$ cat src/rtl/gpio_bank_pkg.sv
package gpio_bank_pkg;
  // Register word indices (byte address / 4)
  localparam int unsigned IDX_OE_RD   = 0;
  localparam int unsigned IDX_OE_SET  = 1;
  localparam int unsigned IDX_OE_CLR  = 2;
  localparam int unsigned IDX_PIN_RD  = 3;
  localparam int unsigned IDX_OUT_SET = 4;
  localparam int unsigned IDX_OUT_CLR = 5;
  localparam int unsigned IDX_CTL_SET = 6;
  localparam int unsigned IDX_CTL_CLR = 7;
  localparam int unsigned IDX_ACK     = 8;
  localparam int unsigned IDX_STAT    = 9;
endpackage

$ cat src/rtl/gpio_setclr_reg.sv
module gpio_setclr_reg #(
  parameter int W = 32
) (
  input  logic         clk,
  input  logic         rst_n,
  input  logic         set_en,
  input  logic         clr_en,
  input  logic [W-1:0] bits,
  output logic [W-1:0] q
);
  always_ff @(posedge clk or negedge rst_n) begin
    if (!rst_n)      q <= '0;
    else if (set_en) q <= q | bits;
    else if (clr_en) q <= q & ~bits;
  end
endmodule

$ cat src/rtl/gpio_pin_sync.sv
module gpio_pin_sync #(
  parameter int W = 32
) (
  input  logic         clk,
  input  logic         rst_n,
  input  logic [W-1:0] raw,
  output logic [W-1:0] now_q,
  output logic [W-1:0] prev_q
);
  logic [W-1:0] meta_q;
  always_ff @(posedge clk or negedge rst_n) begin
    if (!rst_n) begin
      meta_q <= '0;
      now_q  <= '0;
      prev_q <= '0;
    end else begin
      meta_q <= raw;
      now_q  <= meta_q;
      prev_q <= now_q;
    end
  end
endmodule

$ cat src/rtl/gpio_irq_pin.sv
module gpio_irq_pin (
  input  logic clk,
  input  logic rst_n,
  input  logic pin_now,
  input  logic pin_prev,
  input  logic rise_en,
  input  logic fall_en,
  input  logic level_mode,
  input  logic ack,
  output logic status
);
  logic sticky_q;
  logic armed;
  logic edge_hit;
  logic level_hit;

  assign armed     = rise_en | fall_en;
  assign edge_hit  = !level_mode && ((rise_en && pin_now && !pin_prev) ||
                                     (fall_en && !pin_now && pin_prev));
  assign level_hit = level_mode && ((rise_en && pin_now) || (fall_en && !pin_now));

  always_ff @(posedge clk or negedge rst_n) begin
    if (!rst_n)                     sticky_q <= 1'b0;
    else if (level_mode || !armed)  sticky_q <= 1'b0;
    else if (edge_hit)              sticky_q <= 1'b1;
    else if (ack)                   sticky_q <= 1'b0;
  end

  assign status = (sticky_q && armed && !level_mode) || level_hit;
endmodule

$ cat src/rtl/gpio_bank_irq.sv
module gpio_bank_irq #(
  parameter int NPINS  = 32,
  parameter int NIRQ   = 8,
  parameter int DATA_W = 32,
  parameter int ADDR_W = 6
) (
  input  logic              clk,
  input  logic              rst_n,
  input  logic              bus_valid,
  output logic              bus_ready,
  input  logic              bus_write,
  input  logic [ADDR_W-1:0] bus_addr,
  input  logic [DATA_W-1:0] bus_wdata,
  output logic              rsp_valid,
  output logic [DATA_W-1:0] rsp_data,
  input  logic [NPINS-1:0]  pin_in,
  output logic [NPINS-1:0]  pin_out,
  output logic [NPINS-1:0]  pin_oe,
  output logic              irq
);
  import gpio_bank_pkg::*;

  localparam int IDX_W    = ADDR_W - 2;
  localparam int RISE_LSB = 0;
  localparam int FALL_LSB = NIRQ;
  localparam int LVL_LSB  = 3 * NIRQ;

  logic [IDX_W-1:0]  word;
  logic              wr_go, rd_go;
  logic [DATA_W-1:0] ctl_q;
  logic [NPINS-1:0]  oe_q, out_q, pin_now, pin_prev;
  logic [NIRQ-1:0]   irq_status;
  logic [DATA_W-1:0] rd_mux;
  logic              irq_q;

  function automatic logic hit(input logic [IDX_W-1:0] w, input int unsigned idx);
    return w == IDX_W'(idx);
  endfunction

  assign bus_ready = 1'b1;
  assign word      = bus_addr[ADDR_W-1:2];
  assign wr_go     = bus_valid && bus_ready && bus_write;
  assign rd_go     = bus_valid && bus_ready && !bus_write;

  gpio_setclr_reg #(.W(NPINS)) u_oe (
    .clk(clk), .rst_n(rst_n),
    .set_en(wr_go && hit(word, IDX_OE_SET)),
    .clr_en(wr_go && hit(word, IDX_OE_CLR)),
    .bits(bus_wdata[NPINS-1:0]), .q(oe_q));

  gpio_setclr_reg #(.W(NPINS)) u_out (
    .clk(clk), .rst_n(rst_n),
    .set_en(wr_go && hit(word, IDX_OUT_SET)),
    .clr_en(wr_go && hit(word, IDX_OUT_CLR)),
    .bits(bus_wdata[NPINS-1:0]), .q(out_q));

  gpio_setclr_reg #(.W(DATA_W)) u_ctl (
    .clk(clk), .rst_n(rst_n),
    .set_en(wr_go && hit(word, IDX_CTL_SET)),
    .clr_en(wr_go && hit(word, IDX_CTL_CLR)),
    .bits(bus_wdata), .q(ctl_q));

  gpio_pin_sync #(.W(NPINS)) u_sync (
    .clk(clk), .rst_n(rst_n), .raw(pin_in),
    .now_q(pin_now), .prev_q(pin_prev));

  for (genvar i = 0; i < NIRQ; i++) begin : g_irq
    gpio_irq_pin u_pin (
      .clk(clk), .rst_n(rst_n),
      .pin_now(pin_now[i]), .pin_prev(pin_prev[i]),
      .rise_en(ctl_q[RISE_LSB+i]), .fall_en(ctl_q[FALL_LSB+i]),
      .level_mode(ctl_q[LVL_LSB+i]),
      .ack(wr_go && hit(word, IDX_ACK) && bus_wdata[i]),
      .status(irq_status[i]));
  end

  always_comb begin
    rd_mux = '0;
    if (hit(word, IDX_OE_RD) || hit(word, IDX_OE_SET) || hit(word, IDX_OE_CLR))
      rd_mux[NPINS-1:0] = oe_q;
    else if (hit(word, IDX_PIN_RD))
      rd_mux[NPINS-1:0] = pin_now;
    else if (hit(word, IDX_OUT_SET) || hit(word, IDX_OUT_CLR))
      rd_mux[NPINS-1:0] = out_q;
    else if (hit(word, IDX_CTL_SET) || hit(word, IDX_CTL_CLR))
      rd_mux = ctl_q;
    else if (hit(word, IDX_STAT))
      rd_mux[NIRQ-1:0] = irq_status;
  end

  always_ff @(posedge clk or negedge rst_n) begin
    if (!rst_n) begin
      rsp_valid <= 1'b0;
      rsp_data  <= '0;
      irq_q     <= 1'b0;
    end else begin
      rsp_valid <= rd_go;
      if (rd_go) rsp_data <= rd_mux;
      irq_q     <= |irq_status;
    end
  end

  assign pin_oe  = oe_q;
  assign pin_out = out_q;
  assign irq     = irq_q;
endmodule

$ cat config.mk
export PLATFORM = sky130hd
export DESIGN_NAME = gpio_bank_irq
export DESIGN_NICKNAME = d
export VERILOG_FILES = /design/src/rtl/gpio_bank_pkg.sv /design/src/rtl/gpio_setclr_reg.sv /design/src/rtl/gpio_pin_sync.sv /design/src/rtl/gpio_irq_pin.sv /design/src/rtl/gpio_bank_irq.sv
export SDC_FILE = /design/constraint.sdc
export NUM_CORES = 1
export LEC_CHECK = 0
export ABC_AREA = 1
export BUFFER_PORTS_ARGS = -buffer_cell sky130_fd_sc_hd__clkbuf_2
export CAP_MARGIN = 20
export CELL_PAD_IN_SITES_DETAIL_PLACEMENT = 0
export CELL_PAD_IN_SITES_GLOBAL_PLACEMENT = 1
export CORE_MARGIN = 10
export CORE_UTILIZATION = 40
export DETAILED_ROUTE_END_ITERATION = 16
export GPL_TIMING_DRIVEN = 0
export PLACE_DENSITY_LB_ADDON = 0.1
export SLEW_MARGIN = 20
export SYNTH_ARGS = -nofsm -noshare
export SYNTH_HDL_FRONTEND = slang
export SYNTH_SLANG_ARGS = --single-unit
$ cat constraint.sdc
create_clock -name clk -period 1.3 [get_ports clk]
set_input_delay 0.065 -clock clk [delete_from_list [all_inputs] [get_ports clk]]
set_output_delay 0.065 -clock clk [all_outputs]
set_load 0.01 [all_outputs]
==> impl_metrics.yaml, run 1 <==
global_routing:
  grt_pass1_wl_um: 42860
  grt_max_degree: 91
  grt_pass1_vias: 7262
  grt-ovfl-total: 0
  grt_usage_pct: 20.47
  antenna_found_initial: 0
placed_design:
  dp_hpwl_um: 19340
  place.port_buffers: 169
  gp_congestion: 0.8098
  dpl_cell_area_sq_um: 9567
  dp_slack_ns: -0.5063
sta:
  layout_min_cycle_time_ns: 1.229
  fmax_mhz: 813.8
  setup_slack_ns: 0.07122
  slew_headroom_pct: 42.12
  final.setup.tns_ns: 0
  finalCritPeriodShare_pct: 94.52
  holdWs_ns: 0.01974
  finalSetupViolCount: 0
  tightest_slew_ns: 0.8683
  slew_viol_final: 0
  hold_viol: 0
  rsz0062_at_grt: "true"
  finClkSkew_ns: 0.005482
synth:
  synth_cells: 873
  synth.distinct_cells: 23
  async_flop_share_pct: 100.0
  yosys_warnings: 0
  synth_fp_nets: 947
  ys_ff_latch: 210
  ys.flop_type: "dfrtp_1"
  synth-seq-area-share_pct: 63.17
  syn_avg_cell_area_sq_um: 9.529
  synth_edf_count: 0
  netlist_area_sq_um: 8319
min_path:
  hold_path.class: "input port to register"
critical_path:
  worst_setup_path_start_kind: "register"
  cp-end-kind: "register"
  critPathRequiredTime_ns: 1.65
  worstPathArrival_ns: 1.58
  crit_path_max_fanout: 4
  critPathKind: "register to register"
die:
  rows: 52
  dieArea_sq_um: 26970
  ios: 173
  start_util_pct: 40.85
  die_w_um: 164.2
  core_sq_um: 20360
  die_h_um: 164.2
pwr:
  combinationalPowerShare_pct: 15.5
  finalPower_w: 0.01721
  p_sw_w: 0.004842
  switching_share_pct: 28.13
  p_leak_nw: 5.439
  internal_power_w: 0.01237
  peakVddDrop_mv: 0.8844
  power_frac_seq_pct: 46.4
  power_density_nw_per_um2: 1563
  power_frac_clock_pct: 38.1
routing:
  drt_wl_total_um: 27580
  vias_per_cell: 4.994
  drt_pre_antenna_iters: 5
  wl_per_cell_um: 19.37
  drt_drc_violations_left: 0
  vias: 7112
  ant_nets: 0
  drt_iter0_drc: 404
outcome:
  status: "finished clean"
clock_network:
  h-tree-depth: 1
  cts_root_buffer: "clkbuf_16"
  clk_latency_ns: 0.51
  clk_pin_slew_ns: 0.06
  clockBufferDepth: 3
  cts_tree: "built"
  cts_made_buffers: 24
  clock_sink_count: 210
layout:
  layout_common_cells: "o21ai_0 (217), dfrtp_1 (210), nand2_1 (181)"
  design_area_sq_um: 11010
  antenna_cells: 0
  drive_gt1_share_pct: 20.88
  syn_to_final_growth_pct: 32.40
  final_common_cell: "o21ai_0"
  nNetsFinal: 1210
job:
  cap_violations: 0
## layout make-up
class | instances | area [sq um]
clock inverter | 7 | 66.31
sequential | 210 | 5255
multi-input combinational | 537 | 2591
buffer | 38 | 162.7
tap | 270 | 337.8
fill | 1906 | 9350
clock buffer | 37 | 700.7
timing repair buffer | 237 | 1568
inverter | 88 | 332.8
## power by group through the flow
stage | logic [W] | clock network, W | registers, W
after CTS | 0.00270 | 0.00670 | 0.00799
after global routing | 0.00302 | 0.00696 | 0.00810
final | 0.00267 | 0.00656 | 0.00799
after floorplan | 0.00103 | 0 | 0.00819
after detailed placement | 0.00253 | 0 | 0.00810
after global placement | 0.00247 | 0 | 0.00809
## synth_stat cells, types with 9 or more instances
master    count  area (sq um)
nand4_1      18         112.6
o21ai_0     217          1086
a21oi_1      15         75.07
nand2_1     182         683.2
o22a_1        9         78.83
dfrtp_1     210          5255
clkbuf_1     27         101.4
inv_1        86         322.8
nand3_1      44         220.2
buf_2        10         50.05
nor2_1       21         78.83
## metrics by stage
step                      instances  utilization (%)
after floorplan                 873                -
after global placement         1312            46.66
after detailed placement       1314            46.98
after CTS                      1423            53.94
after global routing           1424            54.09
final                          1424            54.09
## what timing repair did
action,in CTS,in global routing
setup buffers,0,1
resized for setup,0,11
hold buffers,65,0
endpoints found under the hold margin,194,0
endpoints found under the setup margin,0,9
## worst max-delay path, stage by stage, from the launching register on
cell and delay (ns):
dfrtp_1 0.42, inv_1 0.09, nand3_1 0.12, nand2_1 0.10, nor2_2 0.18, nand4_1 0.17
## layer usage
layer  global-route usage [%]  share of wire, %  up-vias  wire length (um)
met5                        0                 0        -                 0
met4                    3.696               1.5        0               414
met3                    3.880               5.6       33              1534
met2                    34.53                49      165             13500
met1                    27.05                44     3474             12130
li1                         -                 -     3440                 -
## path summary, 6_finish.rpt
kind                       cells after the start              start                to  slack [ns]
setup / recovery                               5           register               irq        0.07
hold reg to reg                                0  u_sync.meta_q[23]  u_sync.now_q[23]        0.35
max in group asynchronous                      3              rst_n      rsp_data[19]        0.37
hold / removal                                 4        bus_addr[2]          register        0.02
setup reg to reg                               5           register               irq        0.07
min in group asynchronous                      2              rst_n       rsp_data[7]        0.11
## cells by family after synthesis
family	Yosys count	synth area share [%]
flip-flops	210	63.17
multiplexers	8	1.083
other	1	0.04508
AO/OA/AOI/OAI	256	15.93
AND/OR/NAND/NOR	272	13.88
buffers and inverters	126	5.896
Note: power is estimated with default switching activity, not from simulation.
==> run 2, diff against run 1 <==
CORE_ASPECT_RATIO = 1.25   (was not set)
==> impl_metrics.yaml, run 2 (synthesis gave the netlist of run 1 again) <==
pwr:
  p_leak_nw: 5.423
  power_density_nw_per_um2: 1572
  finalPower_w: 0.01725
  peakVddDrop_mv: 0.8937
die:
  dieArea_sq_um: 27000
  ios: 173
  die_w_um: 149.0
  rows: 58
  die_h_um: 181.2
  core_sq_um: 20320
  start_util_pct: 40.94
layout:
  layout_common_cells: "o21ai_0 (217), dfrtp_1 (210), nand2_1 (182)"
  nNetsFinal: 1207
  fillers: 1924
  final_common_cell: "o21ai_0"
  antenna_cells: 0
  design_area_sq_um: 10970
  syn_to_final_growth_pct: 31.87
  drive_gt1_share_pct: 20.37
  final_util_pct: 53.99
routing:
  drt_wl_total_um: 27400
  vias_per_cell: 4.976
  drt_drc_violations_left: 0
  drt_iter0_drc: 381
  drt_pre_antenna_iters: 5
  ant_nets: 0
  wl_per_cell_um: 19.37
  vias: 7036
sta:
  holdWs_ns: 0.03047
  tightest_slew_ns: 0.7842
  finClkSkew_ns: 0.01367
  rsz0062_at_grt: "false"
  fmax_mhz: 850.1
  hold_viol: 0
  slew_headroom_pct: 47.72
  finalSetupViolCount: 0
  finalCritPeriodShare_pct: 90.49
  slew_viol_final: 0
  setup_slack_ns: 0.1237
  layout_min_cycle_time_ns: 1.176
global_routing:
  grt_pass1_vias: 7487
  antenna_found_initial: 0
  grt-ovfl-total: 0
  grt_max_degree: 89
  grt_usage_pct: 20.41
  grt_pass1_wl_um: 43520
critical_path:
  cpMaxStageDelayCell: "dfrtp_1"
  reg2reg_slack_ns: 0.12
  critPathKind: "register to register"
  crit_path_max_fanout: 3
  cp-end-kind: "register"
  r2r-end: "irq"
  worst_setup_path_start_kind: "register"
  crit_end: "irq"
  critPathRequiredTime_ns: 1.68
  cpPeakStageDelay_ns: 0.41
  crit_path_cell_trace: "inv_1 > nand2_1 > nand3_1 > nand2_1 > nor2_1 > nand4_1"
  r2r_cells: 6
  cpMostUsedCell: "nand2_1"
  worstPathArrival_ns: 1.56
placed_design:
  dp_slack_ns: -0.3333
  place.port_buffers: 169
  dp_hpwl_um: 19560
  dpl_cell_area_sq_um: 9567
  gp_congestion: 0.8280
clock_network:
  cts_made_buffers: 22
  clock_sink_count: 210
  cts_root_buffer: "clkbuf_16"
  cts_tree: "built"
  post-cts-setup-buffer-count: 0
  clk_latency_ns: 0.51
  clockBufferDepth: 3
  h-tree-depth: 1
  clk_pin_slew_ns: 0.07
outcome:
  status: "finished clean"
min_path:
  hold_path.class: "input port to register"
job:
  cap_violations: 0
[run 2: power by group]
| part | internal [W] | switching [W] |
|---|---|---|
| logic | 0.00105 | 0.00157 |
| registers | 0.00739 | 0.000625 |
| clock network | 0.00402 | 0.00259 |
| total | 0.0125 | 0.00478 |
[run 2: stage by stage]
stage	cells	setup TNS, ns
3_5_place_dp	1314	-29.24
4_1_cts	1414	0
6_report	1414	0
3_3_place_gp	1312	-879.79
2_1_floorplan	873	0
5_1_grt	1414	0
[run 2: worst min path at each step]
stage / to / from / cells past startpoint
2_1_floorplan: asynchronous set/reset pin / rst_n / 0
3_3_place_gp: u_sync.meta_q[2] / pin_in[2] / 1
3_5_place_dp: u_sync.now_q[2] / rst_n / 1
4_1_cts: register / bus_addr[2] / 4
5_1_grt: register / bus_addr[2] / 3
6_report: register / bus_addr[2] / 4
[run 2: timing repair]
item                       CTS  global route
setup endpoints to repair    0             1
gates resized for setup      0             2
hold endpoints to repair   258             0
hold buffers                65             0
[run 2: layout make-up]
class | instances | area (sq um) | area share [%]
tap | 270 | 337.8 | 3.079
clock inverter | 5 | 111.4 | 1.015
clock buffer | 30 | 640.6 | 5.839
sequential | 210 | 5255 | 47.90
buffer | 38 | 160.2 | 1.460
multi-input combinational | 537 | 2574 | 23.46
inverter | 88 | 331.6 | 3.022
timing repair buffer | 236 | 1560 | 14.22
[run 2: per-layer routing]
layer | global-route usage (%) | part of all wire (%) | vias up
li1 | - | - | 3414
met1 | 25.82 | 42 | 3397
met2 | 34.43 | 49 | 193
met3 | 4.925 | 6.7 | 32
met4 | 4.483 | 1.8 | 0
met5 | 0 | 0 | -
[run 2: critical path: cells and delay by family (launching register included)]
kind | cells | cell delay (ns)
buf+inv | 1 | 0.08
flops | 1 | 0.41
simple gates | 5 | 0.56
==> run 3, diff against run 2 <==
SLEW_MARGIN = not set   (was 20)
SYNTH_HIERARCHICAL = 1   (was not set)
==> impl_metrics.yaml, run 3 <==
routing:
  drt_iter0_drc: 529
  vias_per_cell: 4.779
  drt_drc_violations_left: 0
  vias: 7952
  ant_nets: 0
  drt_pre_antenna_iters: 5
  drt_wl_total_um: 29370
  wl_per_cell_um: 17.65
pwr:
  power_frac_seq_pct: 46.1
  internal_power_w: 0.01267
  power_frac_clock_pct: 37.2
  power_density_nw_per_um2: 1499
  p_leak_nw: 6.204
  peakVddDrop_mv: 1.314
  switching_share_pct: 29.23
  finalPower_w: 0.01790
  combinationalPowerShare_pct: 16.6
  p_sw_w: 0.005232
layout:
  drive_gt1_share_pct: 22.95
  antenna_cells: 0
  final_util_pct: 53.58
  syn_to_final_growth_pct: 31.43
  layout_common_cells: "nand2_1 (600), dfrtp_1 (193), clkbuf_2 (166)"
  nNetsFinal: 1439
  final_common_cell: "nand2_1"
synth:
  syn_avg_cell_area_sq_um: 8.297
  yosys_warnings: 6
  netlist_area_sq_um: 9085
  synth_fp_nets: 1169
  synth_cells: 1095
clock_network:
  hold_buffers: 66
  clk_latency_ns: 0.52
  clk_pin_slew_ns: 0.06
  cts_tree: "built"
  clockBufferDepth: 3
  h-tree-depth: 1
  cts_made_buffers: 23
  clock_sink_count: 210
  cts_root_buffer: "clkbuf_16"
sta:
  tightest_slew_ns: 0.8278
  rsz0062_at_grt: "true"
  layout_min_cycle_time_ns: 1.334
  setup_slack_ns: -0.03351
  finalCritPeriodShare_pct: 102.6
  finalSetupViolCount: 1
  fmax_mhz: 749.9
  slew_headroom_pct: 44.81
  hold_viol: 101
  holdWs_ns: -0.3286
  final.setup.tns_ns: -0.03351
  finClkSkew_ns: 0.01696
  slew_viol_final: 0
global_routing:
  met2_usage_pct: 32.89
  grt_usage_pct: 19.68
  grtUsageMet1_pct: 25.70
  use_met3_pct: 3.600
  grt_max_degree: 110
  top_usage_layer: "met2"
  grt_pass1_vias: 7951
  grt_pass1_wl_um: 45570
  grt-ovfl-total: 0
  antenna_found_initial: 0
placed_design:
  gp_congestion: 0.8366
  dp_slack_ns: -0.5647
  place.port_buffers: 167
  dp_hpwl_um: 20020
die:
  start_util_pct: 40.76
  die_h_um: 188.5
  rows: 61
  ios: 173
  core_sq_um: 22290
  dieArea_sq_um: 29180
  die_w_um: 154.8
critical_path:
  cp-end-kind: "register"
  worst_setup_path_start_kind: "register"
  critPathRequiredTime_ns: 1.68
  r2r-end: "irq"
  reg2reg_slack_ns: -0.03
  worstPathArrival_ns: 1.71
  r2r_cells: 6
  critPathKind: "register to register"
  crit_path_max_fanout: 5
  crit_end: "irq"
outcome:
  status: "finished, violations left"
  failed_checks: "negative hold slack, negative setup slack"
job:
  cap_violations: 0
min_path:
  hold_path.class: "input port to asynchronous set/reset pin"
-- run 3: layout make-up --
type,count,area [sq um]
Inverter,60,230.2
Sequential cell,210,5276
Clock buffer,33,673.1
Tap cell,283,354.1
Clock inverter,8,96.34
Multi-Input combinational cell,785,3367
Timing Repair Buffer,245,1615
Fill cell,2111,10350
Buffer,40,327.8
-- run 3: worst min-delay path by stage --
stage                     startpoint                    endpoint  slack [ns]
after CTS                      rst_n                 rsp_data[9]       -0.30
after floorplan                rst_n     g_irq[0].u_pin/sticky_q       -0.23
final                          rst_n           u_sync/meta_q[30]       -0.33
after global placement    pin_in[20]           u_sync/meta_q[20]        0.17
after detailed placement  pin_in[17]           u_sync/meta_q[17]        0.17
after global routing           rst_n  asynchronous set/reset pin       -0.26
-- run 3: layer usage --
metal	up-vias	wire, um
met5	-	0
met4	0	631
met3	38	1698
met2	197	14040
met1	3763	13000
li1	3954	-
-- run 3: repair_timing --
| item | CTS | global route |
|---|---|---|
| resized for setup | 17 | 27 |
| buffers inserted | 5 | 6 |
| endpoints found under the hold margin | 229 | 101 |
| setup endpoints to repair | 28 | 43 |
| pin swaps | 5 | 16 |
-- run 3: metrics by stage --
step           cells  cell area, sq um
2_1_floorplan   1095              9085
3_3_place_gp    1545             10270
3_5_place_dp    1546             10310
4_1_cts         1658             11830
5_1_grt         1664             11940
6_report        1664             11940
-- run 3: power by group through the flow --
stage / registers, W / clock network (W) / logic (W)
after floorplan: 0.00835 / 0 / 0.00116
after global placement: 0.00835 / 0 / 0.00264
after detailed placement: 0.00835 / 0 / 0.00270
after CTS: 0.00825 / 0.00681 / 0.00297
after global routing: 0.00837 / 0.00712 / 0.00336
final: 0.00826 / 0.00666 / 0.00298
-- run 3: critical path, cell delays in order (launching register included) --
cell     delay [ns]
dfrtp_2        0.44
nor2_2         0.13
nor2_2         0.05
nand2_1        0.07
nand2_2        0.08
nor4_4         0.30
nand2_1        0.11
